[src/rtl/ucr_pkg.sv]
// Package: shared field positions, masks and the control-register type for
// the redundant-enable UART control block. Assumes an 8-bit register width.
package ucr_pkg;

    localparam int DATA_W = 8;

    // Bit positions that the read and write paths depend on.
    localparam int POS_ENA  = 0;
    localparam int POS_ENB  = 1;
    localparam int POS_CRC  = 3;
    localparam int POS_TDEL = 4;

    // Decoded control register contents.
    typedef struct packed {
        logic       tdel;
        logic       crc;
        logic [1:0] en;   // en[1] = copy B, en[0] = copy A
    } ctrl_t;

    localparam ctrl_t CTRL_HARD_VAL = '{tdel: 1'b0, crc: 1'b0, en: 2'b11};
    localparam ctrl_t CTRL_SOFT_VAL = '{tdel: 1'b0, crc: 1'b0, en: 2'b11};

    // Place the control fields at their register positions; unused bits are 0.
    function automatic logic [DATA_W-1:0] ctrl_to_word(input ctrl_t c);
        logic [DATA_W-1:0] w;
        w           = '0;
        w[POS_ENA]  = c.en[0];
        w[POS_ENB]  = c.en[1];
        w[POS_CRC]  = c.crc;
        w[POS_TDEL] = c.tdel;
        return w;
    endfunction

    // Pull the control fields out of a written data word.
    function automatic ctrl_t word_to_ctrl(input logic [DATA_W-1:0] w);
        ctrl_t c;
        c.en[0] = w[POS_ENA];
        c.en[1] = w[POS_ENB];
        c.crc   = w[POS_CRC];
        c.tdel  = w[POS_TDEL];
        return c;
    endfunction

endpackage

[src/rtl/ucr_wr_select.sv]
// Write arbiter: decodes each port's address and strobe, gives SPI priority
// over the service port, and reports whether the enable pair may be changed.
// Assumes writes to any address other than CTRL_ADDR are simply dropped.
module ucr_wr_select
    import ucr_pkg::*;
#(
    parameter int              ADDR_W    = 4,
    parameter logic [ADDR_W-1:0] CTRL_ADDR = '0
) (
    input  logic              spi_we,
    input  logic [ADDR_W-1:0] spi_addr,
    input  logic [DATA_W-1:0] spi_wdata,
    input  logic              svc_we,
    input  logic [ADDR_W-1:0] svc_addr,
    input  logic [DATA_W-1:0] svc_wdata,
    output logic              wr_hit,
    output logic              wr_en_ok,
    output ctrl_t             wr_val
);

    logic spi_hit;
    logic svc_hit;

    // Address decode for each port.
    always_comb begin
        spi_hit = spi_we && (spi_addr == CTRL_ADDR);
        svc_hit = svc_we && (svc_addr == CTRL_ADDR);
    end

    // Select the winning write; only SPI may touch the enable pair.
    always_comb begin
        wr_hit   = spi_hit || svc_hit;
        wr_en_ok = spi_hit;
        if (spi_hit) begin
            wr_val = word_to_ctrl(spi_wdata);
        end else begin
            wr_val = word_to_ctrl(svc_wdata);
        end
    end

endmodule

[src/rtl/ucr_ctrl_next.sv]
// Next-state logic for the control register: applies the selected write with
// its field mask and repairs a half-set enable pair when SPI is not writing it.
// Assumes the caller handles the hard and soft reset priority.
module ucr_ctrl_next
    import ucr_pkg::*;
(
    input  ctrl_t cur,
    input  logic  wr_hit,
    input  logic  wr_en_ok,
    input  ctrl_t wr_val,
    output ctrl_t nxt,
    output logic  repairing
);

    logic pair_split;

    // Detect a pair whose copies disagree.
    always_comb begin
        pair_split = cur.en[1] ^ cur.en[0];
    end

    // Merge write data, masking, and redundancy repair.
    always_comb begin
        nxt       = cur;
        repairing = 1'b0;
        if (wr_hit) begin
            nxt.tdel = wr_val.tdel;
            nxt.crc  = wr_val.crc;
        end
        if (wr_en_ok) begin
            nxt.en = wr_val.en;
        end else if (pair_split) begin
            nxt.en    = 2'b11;
            repairing = 1'b1;
        end
    end

endmodule

[src/rtl/ucr_status_gen.sv]
// Derived outputs: UART on indication, effective CRC enable and delay select.
// Assumes monitor_mode covers both bus-monitor and analog operation.
module ucr_status_gen
    import ucr_pkg::*;
(
    input  ctrl_t cur,
    input  logic  monitor_mode,
    input  logic  baud_9k6,
    output logic  uart_on,
    output logic  crc_eff,
    output logic  tdel_eff
);

    // Enable is off only for a fully cleared pair or in monitor mode.
    always_comb begin
        uart_on  = (|cur.en) && !monitor_mode;
        crc_eff  = cur.crc && !monitor_mode && !baud_9k6;
        tdel_eff = cur.tdel;
    end

endmodule

[src/rtl/ucr_read_mux.sv]
// Read data selector for one register port: control word, status word or 0.
// Assumes combinational read with no side effects.
module ucr_read_mux
    import ucr_pkg::*;
#(
    parameter int                ADDR_W    = 4,
    parameter logic [ADDR_W-1:0] CTRL_ADDR = '0,
    parameter logic [ADDR_W-1:0] STAT_ADDR = 1
) (
    input  logic [ADDR_W-1:0] addr,
    input  ctrl_t             cur,
    input  logic              stat_on,
    output logic [DATA_W-1:0] rdata
);

    // Address-based selection of the register image.
    always_comb begin
        rdata = '0;
        if (addr == CTRL_ADDR) begin
            rdata = ctrl_to_word(cur);
        end else if (addr == STAT_ADDR) begin
            rdata[0] = stat_on;
        end
    end

endmodule

[src/rtl/uart_ctl_regs.sv]
// Top: UART control and status registers with a duplicated enable bit.
// Holds the control register (hard/soft reset), the status register (hard
// reset only), and drives the enable, CRC and delay outputs. Assumes both
// resets are synchronous and active low, with hard reset taking priority.
module uart_ctl_regs
    import ucr_pkg::*;
#(
    parameter int                ADDR_W    = 4,
    parameter logic [ADDR_W-1:0] CTRL_ADDR = '0,
    parameter logic [ADDR_W-1:0] STAT_ADDR = 1
) (
    input  logic              clk,
    input  logic              rst_n,
    input  logic              soft_rst_n,
    input  logic [ADDR_W-1:0] spi_addr,
    input  logic              spi_we,
    input  logic [7:0]        spi_wdata,
    output logic [7:0]        spi_rdata,
    input  logic [ADDR_W-1:0] svc_addr,
    input  logic              svc_we,
    input  logic [7:0]        svc_wdata,
    output logic [7:0]        svc_rdata,
    input  logic              monitor_mode,
    input  logic              baud_9k6,
    output logic              uart_enable,
    output logic              crc_active,
    output logic              txdel_const
);

    localparam int NPORT = 2;

    ctrl_t ctrl_q;
    ctrl_t ctrl_nxt;
    logic  stat_q;
    logic  wr_hit;
    logic  wr_en_ok;
    ctrl_t wr_val;
    logic  repairing;
    logic  uart_on;

    logic [ADDR_W-1:0] rd_addr [NPORT];
    logic [DATA_W-1:0] rd_data [NPORT];

    ucr_wr_select #(
        .ADDR_W    (ADDR_W),
        .CTRL_ADDR (CTRL_ADDR)
    ) u_wr_select (
        .spi_we    (spi_we),
        .spi_addr  (spi_addr),
        .spi_wdata (spi_wdata),
        .svc_we    (svc_we),
        .svc_addr  (svc_addr),
        .svc_wdata (svc_wdata),
        .wr_hit    (wr_hit),
        .wr_en_ok  (wr_en_ok),
        .wr_val    (wr_val)
    );

    ucr_ctrl_next u_ctrl_next (
        .cur       (ctrl_q),
        .wr_hit    (wr_hit),
        .wr_en_ok  (wr_en_ok),
        .wr_val    (wr_val),
        .nxt       (ctrl_nxt),
        .repairing (repairing)
    );

    ucr_status_gen u_status_gen (
        .cur          (ctrl_q),
        .monitor_mode (monitor_mode),
        .baud_9k6     (baud_9k6),
        .uart_on      (uart_on),
        .crc_eff      (crc_active),
        .tdel_eff     (txdel_const)
    );

    // Control register: hard reset, then soft reset, then normal update.
    always_ff @(posedge clk) begin
        if (!rst_n) begin
            ctrl_q <= CTRL_HARD_VAL;
        end else if (!soft_rst_n) begin
            ctrl_q <= CTRL_SOFT_VAL;
        end else begin
            ctrl_q <= ctrl_nxt;
        end
    end

    // Status register: cleared by hard reset, frozen during soft reset.
    always_ff @(posedge clk) begin
        if (!rst_n) begin
            stat_q <= 1'b0;
        end else if (soft_rst_n) begin
            stat_q <= uart_on;
        end
    end

    // Live enable output follows the stored pair.
    always_comb begin
        uart_enable = uart_on;
    end

    // Gather the port addresses for the replicated read selectors.
    always_comb begin
        rd_addr[0] = spi_addr;
        rd_addr[1] = svc_addr;
    end

    for (genvar p = 0; p < NPORT; p++) begin : g_rd
        ucr_read_mux #(
            .ADDR_W    (ADDR_W),
            .CTRL_ADDR (CTRL_ADDR),
            .STAT_ADDR (STAT_ADDR)
        ) u_rd (
            .addr    (rd_addr[p]),
            .cur     (ctrl_q),
            .stat_on (stat_q),
            .rdata   (rd_data[p])
        );
    end

    // Drive the per-port read data outputs.
    always_comb begin
        spi_rdata = rd_data[0];
        svc_rdata = rd_data[1];
    end

endmodule

[config.mk]
export PLATFORM = sky130hd
export DESIGN_NAME = uart_ctl_regs
export DESIGN_NICKNAME = d
export VERILOG_FILES = /design/src/rtl/ucr_pkg.sv /design/src/rtl/ucr_wr_select.sv /design/src/rtl/ucr_ctrl_next.sv /design/src/rtl/ucr_status_gen.sv /design/src/rtl/ucr_read_mux.sv /design/src/rtl/uart_ctl_regs.sv
export SDC_FILE = /design/constraint.sdc
export NUM_CORES = 1
export LEC_CHECK = 0
export ABC_AREA = 1
export BUFFER_PORTS_ARGS = -buffer_cell sky130_fd_sc_hd__buf_2
export CAP_MARGIN = 20
export CORE_AREA = 2 2 39 41
export CTS_BUF_LIST = sky130_fd_sc_hd__clkbuf_2 sky130_fd_sc_hd__clkbuf_4 sky130_fd_sc_hd__clkbuf_8
export DETAILED_ROUTE_END_ITERATION = 10
export DIE_AREA = 0 0 41 43
export GPL_ROUTABILITY_DRIVEN = 0
export GPL_TIMING_DRIVEN = 0
export MAX_ROUTING_LAYER = met4
export PLACE_DENSITY = 0.86
export SYNTH_ARGS = -nofsm -noshare
export SYNTH_HDL_FRONTEND = slang
export SYNTH_SLANG_ARGS = --single-unit
[constraint.sdc]
create_clock -name clk -period 1.5 [get_ports clk]
set_input_delay 0.075 -clock clk [delete_from_list [all_inputs] [get_ports clk]]
set_output_delay 0.075 -clock clk [all_outputs]
set_load 0.05 [all_outputs]
Word level (Yosys, flattened, before mapping)
Cells that the tools add are included.
{"block": "totals", "ff_bits": 5, "input_bits": 31, "elab_cells": 29, "output_inout_bits": 19}
{"block": "op_classes", "muxes": 9, "bitwise_logic": 1, "eq_ne": 2, "n_reduce_logical": 13}
{"op": "$mux W4", "n": 3}
{"op": "$eq A4 B1 Y1 const B", "n": 2}
{"op": "$logic_not A4 Y1", "n": 2}
{"op": "$logic_and A1 B1 Y1", "n": 5}
{"op": "$mux W1", "n": 4}
{"op": "$mux W2", "n": 2}
{"op": "$logic_not A1 Y1", "n": 2}
{"op": "$reduce_and A2 Y1", "n": 1}
{"op": "$reduce_bool A2 Y1", "n": 1}
{"op": "$reduce_or A2 Y1", "n": 1}
{"op": "$logic_or A1 B1 Y1", "n": 1}
{"op": "$xor A1 B1 Y1", "n": 1}

Depth between registers and ports, before layout
{"block": "logic_depth", "depth_word": 4, "mapped_depth": 6, "mapped_depth_nobuf": 6}

Hierarchy
From an unflattened synthesis, not the netlist that was laid out.
{"block": "hier_totals", "cells_unflattened": 99, "hier_area_um2": 550.5}
{"mod": "ucr_read_mux", "cells_per_inst": 20, "seq_area_each_um2": 0.0, "area_per_inst_um2": 100.1, "instances": 2}
{"mod": "uart_ctl_regs", "cells_per_inst": 17, "seq_area_each_um2": 100.1, "area_per_inst_um2": 152.6, "instances": 1}
{"mod": "ucr_wr_select", "cells_per_inst": 20, "seq_area_each_um2": 0.0, "area_per_inst_um2": 97.6, "instances": 1}
{"mod": "ucr_ctrl_next", "cells_per_inst": 16, "seq_area_each_um2": 0.0, "area_per_inst_um2": 71.3, "instances": 1}
{"mod": "ucr_status_gen", "cells_per_inst": 6, "seq_area_each_um2": 0.0, "area_per_inst_um2": 28.8, "instances": 1}

Worst setup path before layout
No wires, ideal clock.
{"block": "synth_timing", "path_kind": "reg-to-reg", "from": "register ctrl_q[0] (netlist bit)", "to": "register stat_q", "slack_ns": -0.006, "required_ns": 1.430, "arrival_time_ns": 1.436, "setup_ns": 0.070, "path_stages_with_launch": 6, "n_path_buf": 0, "synth_period_minus_slack_ns": 1.506, "cell_sequence": "dfxtp_1 -> inv_1 -> ha_1 -> nor2_1 -> inv_1 -> a21oi_1"}
{"block": "synth_via", "elab_chain_len": 2}
{"element": "start: declaration", "line_no": "uart_ctl_regs.sv:32", "source": "ctrl_t ctrl_q;"}
{"element": "start signal: assignment", "line_no": "uart_ctl_regs.sv:84", "source": "ctrl_q <= ctrl_nxt;"}
{"element": "$reduce_or A2 Y1", "line_no": "ucr_status_gen.sv:16", "source": "uart_on = (|cur.en) && !monitor_mode;"}
{"element": "$logic_and A1 B1 Y1", "line_no": "ucr_status_gen.sv:16"}
{"element": "via uart_enable", "line_no": "uart_ctl_regs.sv:25", "source": "output logic uart_enable,"}
{"element": "end signal: assignment", "line_no": "uart_ctl_regs.sv:93", "source": "stat_q <= uart_on;"}
{"element": "end: declaration", "line_no": "uart_ctl_regs.sv:34", "source": "logic stat_q;"}
The timed path passes the listed nets, and every way through them passes these cells.
A chain may end at the register's enable or synchronous reset.

Final worst setup path
{"block": "layout_timing", "from": "register ctrl_q[0] (netlist bit)", "to": "output uart_enable"}
{"block": "layout_via", "elab_chain_len": 2}
{"element": "$reduce_or A2 Y1", "line_no": "ucr_status_gen.sv:16"}
{"element": "$logic_and A1 B1 Y1", "line_no": "ucr_status_gen.sv:16"}
{"element": "end: declaration", "line_no": "uart_ctl_regs.sv:25"}
Every way passes these cells.

==> reports/qor.log <==
INFO  setup_path     buf_inv_on_cp=2
INFO  synth          synth_compound_gate_area_share=7.51%
INFO  floorplanning  ios=50
INFO  routing        vias_per_cell=4.22
INFO  cts            cts_inserted_buffers=3
INFO  grt            first_pass_grt_wire_length=1.44mm
INFO  floorplanning  die_y=43um
INFO  cts            clk_latency=240ps
INFO  job            max_cap_violations=0
INFO  synth          synthesis_stage_register_bit_count=5
INFO  sta            setup_tns=0ps
INFO  cts            clkSlewWorstSetupHoldPaths=50ps
INFO  grt            grt_antenna_before_repair=0
INFO  place          place_inst=121
INFO  routing        vias=528
INFO  setup_path     critical_path_launch_point_type=flop
INFO  routing        wirelength=1.04mm
INFO  setup_path     required=1420ps
INFO  place          dpl-instance-area=637um^2
INFO  sta            grt_setup_unrepaired=false
INFO  setup_path     crit_path_top_delay_cell=sky130_fd_sc_hd__dfxtp_1
INFO  cells_and_area final-instance-count-excl-fill=125
INFO  place          hpwl=869um
INFO  floorplanning  fp-row-count=14
INFO  power          power.static_leakage=0.399nW
INFO  cells_and_area layout-area-overhead-vs-synth=54.0%
INFO  grt            grtUsageTotal=13.0%
INFO  power          power_switching_share=34.6%
INFO  power          vdd_drop_max=252uV
INFO  cts            number_of_clock_sinks=5
INFO  synth          yosys.area_share.xor_xnor=0%
INFO  synth          postSynth.topFlopCell=sky130_fd_sc_hd__dfxtp_1
INFO  setup_path     timing.critical_path.arrival=1210ps
INFO  power          share_comb_of_total_power=32.1%
INFO  floorplanning  initial_utilization=31.3%
INFO  setup_path     cp_max_fanout=4
INFO  hold_path      min-delay-path-class=primary input to flop
INFO  power          internal-power=0.000303W
INFO  floorplanning  design.core.area=1380um^2
INFO  floorplanning  dieWidth=41um
INFO  cells_and_area fillcell_total=133
INFO  grt            pin_count_of_the_biggest_net_entering_global_routing=10
INFO  synth          netlist-cell-type-count=19
INFO  synth          synthesis.instances=67
INFO  cts            count_of_hold_fix_buffers_inserted_at_cts=0
INFO  setup_path     end_kind=output port
INFO  sta            post-route-period-util=86.0%
INFO  synth          post_synthesis_instance_area=433um^2
INFO  sta            slew_viol_final=0
INFO  hold_path      holdPathStages=2
INFO  setup_path     timing.critical_path.max_delay_family=buffers and inverters
INFO  sta            final-setup-viol-count=0
INFO  synth          seq_area_frac_synth=23.1%
INFO  cts            cts_max_path_buffers=2
INFO  setup_path     max_stage_delay=300ps
INFO  synth          synth_adder_area_share=2.89%
INFO  synth          synth_edf_count=0
INFO  setup_path     timing.critical_path.cells=inv_1 -> ha_1 -> nor2_2 -> buf_2
INFO  cells_and_area stdcell_area=667um^2
INFO  cells_and_area n_antenna_cell=0
INFO  grt            gr-total-overflow=0
INFO  setup_path     cp_num_cells=4
INFO  power          cellPowerDensity=695nW/um^2
INFO  synth          synth_warnings=0
INFO  cts            post_cts_buffers=0
INFO  setup_path     timing_worst_setup_path_type=flop to output port
INFO  routing        detail_route.iter0.violations=14
INFO  setup_path     ff2ff_setup_slack=430ps
INFO  routing        drtAntennaViolNets=0
INFO  floorplanning  fp.dieArea=1760um^2
INFO  place          place.port_buffers=31
INFO  sta            timing_hold_violations_final=0
INFO  cells_and_area fin_nets=142
INFO  cts            cts.repair.resized=0
INFO  setup_path     reg2regPathDepth=6
INFO  sta            fmaxAchievable=775MHz
INFO  cts            cts.htree.levels=1
INFO  routing        route.detailed.drc=0
INFO  status         status=complete, no violations
INFO  synth          synthesis.area_per_instance=6.46um^2
INFO  cts            cts_tree=done
INFO  power          pwr-share-clk=38.1%
INFO  cells_and_area layout-drive-gt1-share=45.9%
INFO  sta            timing.clock.skew=2.00ps
INFO  cts            ctsRootBufferMaster=sky130_fd_sc_hd__clkbuf_4
INFO  sta            period_needed=1290ps
INFO  routing        routed_wire_length_per_instance=8.30um
INFO  synth          synth-async-reset-ratio=0%
INFO  synth          main_combinational_cell_family_by_area_after_synthesis=simple AND/OR/NAND/NOR gates
INFO  grt            vias_in_the_first_global_route=373
INFO  routing        initial_drt_pass_iterations=4
INFO  cells_and_area post-route-util=48.2%
INFO  synth          post_synth_and_or_nand_nor_area_fraction=44.8%
INFO  power          power.switching=0.000161W
INFO  power          relative_contribution_of_sequential_cells_to_total_power=29.8%
INFO  synth          portion_of_netlist_area_occupied_by_mux_cells=0%
INFO  cells_and_area layout.cells.most_common_list=sky130_fd_sc_hd__buf_2 (31), sky130_fd_sc_hd__nor2_1 (12), sky130_fd_sc_hd__nand2_1 (11)
INFO  cells_and_area mostFrequentLayoutCell=sky130_fd_sc_hd__buf_2
==> path summary, 6_finish.rpt <==
check	start	end
setup / recovery	ctrl_q[0]$_SDFFE_PN1P_	uart_enable
hold / removal	soft_rst_n	stat_q$_SDFFE_PN0P_
setup reg to reg	ctrl_q[0]$_SDFFE_PN1P_	ctrl_q[1]$_SDFFE_PN1P_
hold reg to reg	stat_q$_SDFFE_PN0P_	stat_q$_SDFFE_PN0P_
==> flip-flops by register name, summed over array words and instances (netlist names) <==
register	count
ctrl_q	4
stat_q	1
==> synthesized netlist by cell type, types with 2 or more instances <==
library cell,instances,area [um^2]
sky130_fd_sc_hd__o21ai_1,2,10.0
sky130_fd_sc_hd__nor2_4,2,22.5
sky130_fd_sc_hd__inv_1,7,26.3
sky130_fd_sc_hd__nand4_1,2,12.5
sky130_fd_sc_hd__dfxtp_1,5,100
sky130_fd_sc_hd__o22ai_1,2,12.5
sky130_fd_sc_hd__nand3_1,6,30.0
sky130_fd_sc_hd__nor2_1,13,48.8
sky130_fd_sc_hd__nand2_1,11,41.3
sky130_fd_sc_hd__buf_4,8,60.1
==> metrics by stage <==
| step | setup slack, ps | hold WS (ps) | total power [W] |
|---|---|---|---|
| 3_5_place_dp | 448 | 287 | 0.000289 |
| 2_1_floorplan | 0.468 | 168 | 0.000247 |
| 6_report | 210 | 33.0 | 0.000464 |
| 3_3_place_gp | 475 | 285 | 0.000286 |
| 4_1_cts | 187 | 24.5 | 0.000471 |
| 5_1_grt | 113 | 23.3 | 0.000497 |
==> final cells by class <==
type                       count  area, um^2  area share [%]
buffer                         8        60.1            9.01
clock buffer                   4        30.0            4.50
inverter                       8        30.0            4.50
multi-input combinational     53         272            40.7
sequential                     5         100            15.0
tap                           16        20.0            3.00
timing repair buffer          31         155            23.3
==> layer usage <==
metal,share of wire [%],track usage [%],vias to the layer above
li1,-,-,285
met1,41,13.0,213
met2,49,19.4,28
met3,8.9,3.14,2
met4,1.3,12.0,0
met5,0,-,-
==> power groups by stage <==
stage                     Sequential (W)  Combinational, W  Clock (W)
after floorplan                 0.000141          0.000105          0
after global placement          0.000141          0.000146          0
after detailed placement        0.000141          0.000148          0
after CTS                       0.000138          0.000149   0.000185
after global routing            0.000138          0.000161   0.000199
final                           0.000138          0.000149   0.000177
==> worst register-to-register path: stages (launching register included) <==
cell,delay (ps)
sky130_fd_sc_hd__dfxtp_1,300
sky130_fd_sc_hd__inv_1,80
sky130_fd_sc_hd__ha_1,300
sky130_fd_sc_hd__inv_1,70
sky130_fd_sc_hd__nand3_1,70
sky130_fd_sc_hd__o21ai_1,80
sky130_fd_sc_hd__nand2_1,60
==> logic make-up (layout without fill, tap and decap cells) <==
family / after synthesis / count (layout)
other: 1 / 8
buffers and inverters: 16 / 51
AO/OA/AOI/OAI: 6 / 6
adder cells (fa/ha/maj): 1 / 1
AND/OR/NAND/NOR: 38 / 38
flip-flops: 5 / 5
(Power assumes the default switching activity.)
